--- src/rtl/dbg_pkg.sv ---
// Shared definitions for the DRAM bank timing gate.
// Assumes a four-bank device with a two-bit bank number.
package dbg_pkg;
    localparam int NUM_BANKS = 4;
    localparam int BANK_W    = 2;

    // Request command codes seen on req_cmd
    localparam logic [2:0] CMD_NOP  = 3'd0;
    localparam logic [2:0] CMD_ACT  = 3'd1;
    localparam logic [2:0] CMD_RD   = 3'd2;
    localparam logic [2:0] CMD_WR   = 3'd3;
    localparam logic [2:0] CMD_PRE  = 3'd4;
    localparam logic [2:0] CMD_DSEL = 3'd5;

    // Active-low command pin levels
    typedef struct packed {
        logic cs_n;
        logic ras_n;
        logic cas_n;
        logic we_n;
    } ctl_pins_t;

    localparam ctl_pins_t PINS_NOP  = '{cs_n: 1'b0, ras_n: 1'b1, cas_n: 1'b1, we_n: 1'b1};
    localparam ctl_pins_t PINS_ACT  = '{cs_n: 1'b0, ras_n: 1'b0, cas_n: 1'b1, we_n: 1'b1};
    localparam ctl_pins_t PINS_RD   = '{cs_n: 1'b0, ras_n: 1'b1, cas_n: 1'b0, we_n: 1'b1};
    localparam ctl_pins_t PINS_WR   = '{cs_n: 1'b0, ras_n: 1'b1, cas_n: 1'b0, we_n: 1'b0};
    localparam ctl_pins_t PINS_PRE  = '{cs_n: 1'b0, ras_n: 1'b0, cas_n: 1'b1, we_n: 1'b0};
    localparam ctl_pins_t PINS_DSEL = '{cs_n: 1'b1, ras_n: 1'b1, cas_n: 1'b1, we_n: 1'b1};
endpackage

--- src/rtl/gap_timer.sv ---
// Minimum-interval timer. A load starts a span of SPAN cycles.
// done is high again from the SPAN-th cycle after the load cycle.
// Assumes SPAN >= 1; with SPAN == 1 done never drops.
module gap_timer #(
    parameter int SPAN = 3
) (
    input  logic clk,
    input  logic rst_n,
    input  logic load,
    output logic done
);
    localparam int W = (SPAN > 1) ? $clog2(SPAN) : 1;
    localparam logic [W-1:0] RELOAD = W'(SPAN - 1);

    logic [W-1:0] cnt_q;

    // Count down to zero after each load
    always_ff @(posedge clk) begin
        if (!rst_n)
            cnt_q <= '0;
        else if (load)
            cnt_q <= RELOAD;
        else if (cnt_q != '0)
            cnt_q <= cnt_q - 1'b1;
    end

    assign done = (cnt_q == '0);
endmodule

--- src/rtl/bank_tracker.sv ---
// State of one bank: open flag plus four interval timers.
// It reports which command classes the bank would accept now.
// Assumes at most one go strobe is high per cycle.
module bank_tracker #(
    parameter int TRCD = 3,
    parameter int TRC  = 8,
    parameter int TRP  = 3,
    parameter int TWR  = 3
) (
    input  logic clk,
    input  logic rst_n,
    input  logic act_go,
    input  logic wr_go,
    input  logic pre_go,
    output logic is_open,
    output logic act_ok,
    output logic col_ok,
    output logic pre_ok
);
    logic open_q;
    logic rcd_done, rc_done, rp_done, wr_done;

    gap_timer #(.SPAN(TRCD)) u_rcd (.clk(clk), .rst_n(rst_n), .load(act_go), .done(rcd_done));
    gap_timer #(.SPAN(TRC))  u_rc  (.clk(clk), .rst_n(rst_n), .load(act_go), .done(rc_done));
    gap_timer #(.SPAN(TRP))  u_rp  (.clk(clk), .rst_n(rst_n), .load(pre_go), .done(rp_done));
    gap_timer #(.SPAN(TWR))  u_wr  (.clk(clk), .rst_n(rst_n), .load(wr_go),  .done(wr_done));

    // Open on activate, close on precharge
    always_ff @(posedge clk) begin
        if (!rst_n)
            open_q <= 1'b0;
        else if (act_go)
            open_q <= 1'b1;
        else if (pre_go)
            open_q <= 1'b0;
    end

    assign is_open = open_q;
    assign act_ok  = !open_q && rc_done && rp_done;
    assign col_ok  = open_q && rcd_done;
    assign pre_ok  = wr_done;
endmodule

--- src/rtl/cmd_encoder.sv ---
// Turns a granted request into command pin levels, bank lines and a10.
// Anything not granted becomes a no-operation with zeroed address lines.
module cmd_encoder
    import dbg_pkg::*;
(
    input  logic              grant,
    input  logic [2:0]        cmd,
    input  logic [BANK_W-1:0] bank,
    input  logic              ap,
    output ctl_pins_t         pins,
    output logic [BANK_W-1:0] ba,
    output logic              a10
);
    // Select pin levels and address lines for the issued command
    always_comb begin
        pins = PINS_NOP;
        ba   = '0;
        a10  = 1'b0;
        if (grant) begin
            case (cmd)
                CMD_ACT:  begin pins = PINS_ACT; ba = bank; end
                CMD_RD:   begin pins = PINS_RD;  ba = bank; end
                CMD_WR:   begin pins = PINS_WR;  ba = bank; end
                CMD_PRE:  begin
                    pins = PINS_PRE;
                    a10  = ap;
                    ba   = ap ? '0 : bank;
                end
                CMD_DSEL: pins = PINS_DSEL;
                default:  pins = PINS_NOP;
            endcase
        end
    end
endmodule

--- src/rtl/dram_bank_gate.sv ---
// Top of the bank timing gate. It decides each cycle whether the requested
// command is legal, grants it and drives the command pins.
// Assumes the requester holds a refused request until it is granted.
module dram_bank_gate
    import dbg_pkg::*;
#(
    parameter int TRCD = 3,
    parameter int TRRD = 2,
    parameter int TRC  = 8,
    parameter int TRP  = 3,
    parameter int TWR  = 3
) (
    input  logic              clk,
    input  logic              rst_n,
    input  logic [2:0]        req_cmd,
    input  logic [BANK_W-1:0] req_bank,
    input  logic              req_ap,
    output logic              grant,
    output logic              cs_n,
    output logic              ras_n,
    output logic              cas_n,
    output logic              we_n,
    output logic [BANK_W-1:0] ba,
    output logic              a10
);
    logic [NUM_BANKS-1:0] bank_open, act_ok, col_ok, pre_ok;
    logic [NUM_BANKS-1:0] act_go, wr_go, pre_go;
    logic                 rrd_done, rrd_ok, legal;
    logic [BANK_W-1:0]    last_act_bank_q;
    ctl_pins_t            pins;

    wire is_act = (req_cmd == CMD_ACT);
    wire is_wr  = (req_cmd == CMD_WR);
    wire is_pre = (req_cmd == CMD_PRE);

    // One tracker per bank
    for (genvar b = 0; b < NUM_BANKS; b++) begin : g_bank
        wire hit = (req_bank == BANK_W'(b));
        assign act_go[b] = grant && is_act && hit;
        assign wr_go[b]  = grant && is_wr && hit;
        assign pre_go[b] = grant && is_pre && (req_ap || hit);

        bank_tracker #(.TRCD(TRCD), .TRC(TRC), .TRP(TRP), .TWR(TWR)) u_bank (
            .clk    (clk),
            .rst_n  (rst_n),
            .act_go (act_go[b]),
            .wr_go  (wr_go[b]),
            .pre_go (pre_go[b]),
            .is_open(bank_open[b]),
            .act_ok (act_ok[b]),
            .col_ok (col_ok[b]),
            .pre_ok (pre_ok[b])
        );
    end

    // Shared spacing between activates to different banks
    gap_timer #(.SPAN(TRRD)) u_rrd (
        .clk  (clk),
        .rst_n(rst_n),
        .load (grant && is_act),
        .done (rrd_done)
    );

    // Remember which bank took the last activate
    always_ff @(posedge clk) begin
        if (!rst_n)
            last_act_bank_q <= '0;
        else if (grant && is_act)
            last_act_bank_q <= req_bank;
    end

    assign rrd_ok = rrd_done || (req_bank == last_act_bank_q);

    // Legality of the current request
    always_comb begin
        case (req_cmd)
            CMD_NOP, CMD_DSEL: legal = 1'b1;
            CMD_ACT:           legal = act_ok[req_bank] && rrd_ok;
            CMD_RD, CMD_WR:    legal = col_ok[req_bank];
            CMD_PRE:           legal = req_ap ? (&pre_ok) : pre_ok[req_bank];
            default:           legal = 1'b0;
        endcase
    end

    assign grant = legal;

    cmd_encoder u_enc (
        .grant(grant),
        .cmd  (req_cmd),
        .bank (req_bank),
        .ap   (req_ap),
        .pins (pins),
        .ba   (ba),
        .a10  (a10)
    );

    assign cs_n  = pins.cs_n;
    assign ras_n = pins.ras_n;
    assign cas_n = pins.cas_n;
    assign we_n  = pins.we_n;
endmodule

--- config.mk ---
export PLATFORM = sky130hd
export DESIGN_NAME = dram_bank_gate
export DESIGN_NICKNAME = d
export VERILOG_FILES = /design/src/rtl/dbg_pkg.sv /design/src/rtl/gap_timer.sv /design/src/rtl/bank_tracker.sv /design/src/rtl/cmd_encoder.sv /design/src/rtl/dram_bank_gate.sv
export SDC_FILE = /design/constraint.sdc
export NUM_CORES = 1
export LEC_CHECK = 0
export BUFFER_PORTS_ARGS = -buffer_cell sky130_fd_sc_hd__buf_4
export CORE_MARGIN = 2
export CORE_UTILIZATION = 25
export CTS_CLUSTER_DIAMETER = 50
export DETAILED_ROUTE_END_ITERATION = 6
export PLACE_DENSITY_LB_ADDON = 0.25
export SYNTH_ARGS = -nofsm -noshare
export SYNTH_HDL_FRONTEND = slang
export SYNTH_HIERARCHICAL = 1
export SYNTH_SLANG_ARGS = --single-unit
--- constraint.sdc ---
create_clock -name clk -period 2.9 [get_ports clk]
set_clock_uncertainty 0.2 [all_clocks]
set_input_delay 0 -clock clk [delete_from_list [all_inputs] [get_ports clk]]
set_output_delay 0 -clock clk [all_outputs]
set_load 0.02 [all_outputs]
==> impl_metrics.json <==
{
  "status": "complete, no violations",
  "fin_crit_ps": 2760,
  "synth_edf_count": 0,
  "period_share_pct": 95.1,
  "track_usage_pct": 9.54,
  "wl_per_cell_um": 11.6,
  "clock_latency_ps": 290,
  "end_kind": "output pin",
  "antenna_cells": 0,
  "clk_path_buf_depth": 2,
  "hold_class": "in2reg",
  "start_util_pct": 25.8,
  "cts_buffers": 5,
  "relSlewSlack_pct": 72.0,
  "finalHoldViolCount": 0,
  "cap_violations": 0,
  "syn_nets": 253,
  "slew_violations": 0,
  "stdcell_count": 376,
  "fillers": 904,
  "final_area_sq_mm": 0.00269,
  "die_w_um": 98.9,
  "die_area_sq_mm": 0.00978,
  "cts_root_buffer": "clkbuf_8",
  "place_area_sq_mm": 0.00252,
  "start_kind": "flip-flop",
  "htreeDepth": 2,
  "core-area_sq_mm": 0.00872,
  "ys_seq_area_share_pct": 38.2,
  "clock_sinks": 43,
  "power.density_mw_per_mm2": 658,
  "dpl.cell_count": 361,
  "cp.arrival_ps": 2560,
  "worstMarginPinSlew_ps": 420,
  "irDropWorstVdd_mv": 0.342,
  "clk_pin_slew_worst_paths_ps": 80,
  "postCtsSetupBuffers": 0,
  "final_antenna_net_count": 0,
  "placementRows": 34,
  "area_delta_synth_final_pct": 19.5,
  "io_pins": 16,
  "grt_pass1_wl_um": 7680,
  "die_h_um": 98.9,
  "gp_congestion": 0.715,
  "ys_ff_latch": 43,
  "drtIter0Drc": 27,
  "setup_violations": 0,
  "vias": 1727,
  "layout_common_cells": "dfxtp_1 (43), nor2_1 (28), nor2b_1 (22)",
  "seq_area_sq_um": 861,
  "cts_tree": "built",
  "ys.flop_type": "dfxtp_1",
  "wl_um": 4360,
  "rsz0062_at_grt": "false",
  "critPathKind": "reg2out",
  "grt_start_max_net_pins": 46,
  "synthCells": 235,
  "multi_input_area_sq_mm": 0.00130,
  "post-dp-hpwl_um": 3190,
  "fmax_mhz": 363,
  "fin_tns_setup_ps": 0,
  "netlist_area_sq_mm": 0.00225,
  "drcViolationCount": 0,
  "gr-total-overflow": 0,
  "yosysWarningCount": 6,
  "antenna_found_initial": 0,
  "async_reset_ff_share_pct": 0,
  "post_drt_via_cell_ratio": 4.59,
  "critPathRequiredTime_ps": 2700,
  "grt_pass1_vias": 1678,
  "layout_commonest_cell": "dfxtp_1",
  "firstDrtPassIters": 4,
  "portBuffers": 15,
  "num-nets-final": 285,
  "cp_max_fo": 7,
  "yosysUniqueCellTypes": 39,
  "syn_avg_cell_area_sq_um": 9.58,
  "cellLeakagePower_nw": 1.09,
  "drive_above_1_share_pct": 19.8
}
-- worst max-delay path, stage by stage (launching register included) --
cell	delay, ps
dfxtp_1	330
inv_1	80
ha_1	190
and2b_2	190
nand2_1	60
nor2_1	120
mux4_2	300
a21boi_1	90
o21ai_2	280
or4b_1	470
buf_4	170
-- cell type report --
class / count / share of cell area (%)
flip-flops and latches: 43 / 32.0
well taps: 108 / 5.02
repair buffers: 27 / 8.19
multi-input cells: 170 / 48.2
inverters: 20 / 2.88
clock buffers: 8 / 3.72
-- through the flow --
stage	hold slack, ps	setup WS (ps)	utilization [%]	power, mW
6_report	13.6	143	30.8	1.77
5_1_grt	38.8	7.75	30.8	1.93
4_1_cts	6.61	58.8	30.8	1.81
3_5_place_dp	125	258	28.9	1.37
3_3_place_gp	124	270	28.9	1.37
2_1_floorplan	-118	426	-	1.23
-- per-layer routing --
layer,part of all wire [%],GRT usage (%)
met1,50,12.7
met2,45,15.3
met3,3.8,2.20
met5,0,0
met4,1.2,3.16
-- cells in the mapped netlist, types with 4 or more instances --
cell type / instances / share of area (%)
a21oi_1: 15 / 3.3
and2_2: 4 / 1.3
and2b_2: 4 / 1.6
and4bb_2: 12 / 6.7
dfxtp_1: 43 / 38
ha_1: 10 / 5.6
inv_1: 19 / 3.2
nand2_1: 11 / 1.8
nand2b_1: 6 / 1.7
nor2_1: 28 / 4.7
nor2b_1: 22 / 6.1
nor3b_1: 6 / 2.0
o211a_1: 4 / 1.8
o21a_1: 4 / 1.3
o311a_1: 4 / 1.8
o31a_1: 4 / 1.6
or4b_1: 9 / 4.0
-- flip-flops by register name, indices dropped and copies added (netlist names) --
| signal | cells |
|---|---|
| g_bank.u_bank/u_rp/cnt_q | 8 |
| g_bank.u_bank/is_open | 4 |
| last_act_bank_q | 2 |
| g_bank.u_bank/u_wr/cnt_q | 8 |
| g_bank.u_bank/u_rc/cnt_q | 12 |
| u_rrd/cnt_q | 1 |
| g_bank.u_bank/u_rcd/cnt_q | 8 |
-- logic make-up (layout without fill, tap and decap cells) --
kind of cell	Yosys count	in the layout	synth area share [%]
AND/OR/NAND/NOR	114	114	33.9
adder cells (fa/ha/maj)	10	10	5.56
buffers and inverters	22	55	4.17
flip-flops	43	43	38.2
XOR/XNOR	2	2	0.778
AO/OA/AOI/OAI	38	38	12.8
multiplexers	6	6	4.50
-- power by group --
part	internal, mW	switching (mW)
clock network	0.217	0.197
logic	0.329	0.293
registers	0.677	0.0574
-- repair_timing --
action	CTS	global route
endpoints found under the hold margin	30	0
setup endpoints to repair	0	4
resized for setup	0	1
hold buffers	7	0
-- final timing paths --
path,start,to,slack [ps],cells after the start
worst max-delay path,g_bank[1].u_bank/u_rc/cnt_q[0],we_n,140,10
worst max register to register,g_bank[3].u_bank/u_rc/cnt_q[0],g_bank[2].u_bank/u_rc/cnt_q[1],260,10
worst min-delay path,req_ap,g_bank[0].u_bank/u_rp/cnt_q[1],10,5
worst min register to register,g_bank[0].u_bank/u_rcd/cnt_q[0],g_bank[0].u_bank/u_rcd/cnt_q[1],320,2
(Power assumes the default switching activity.)
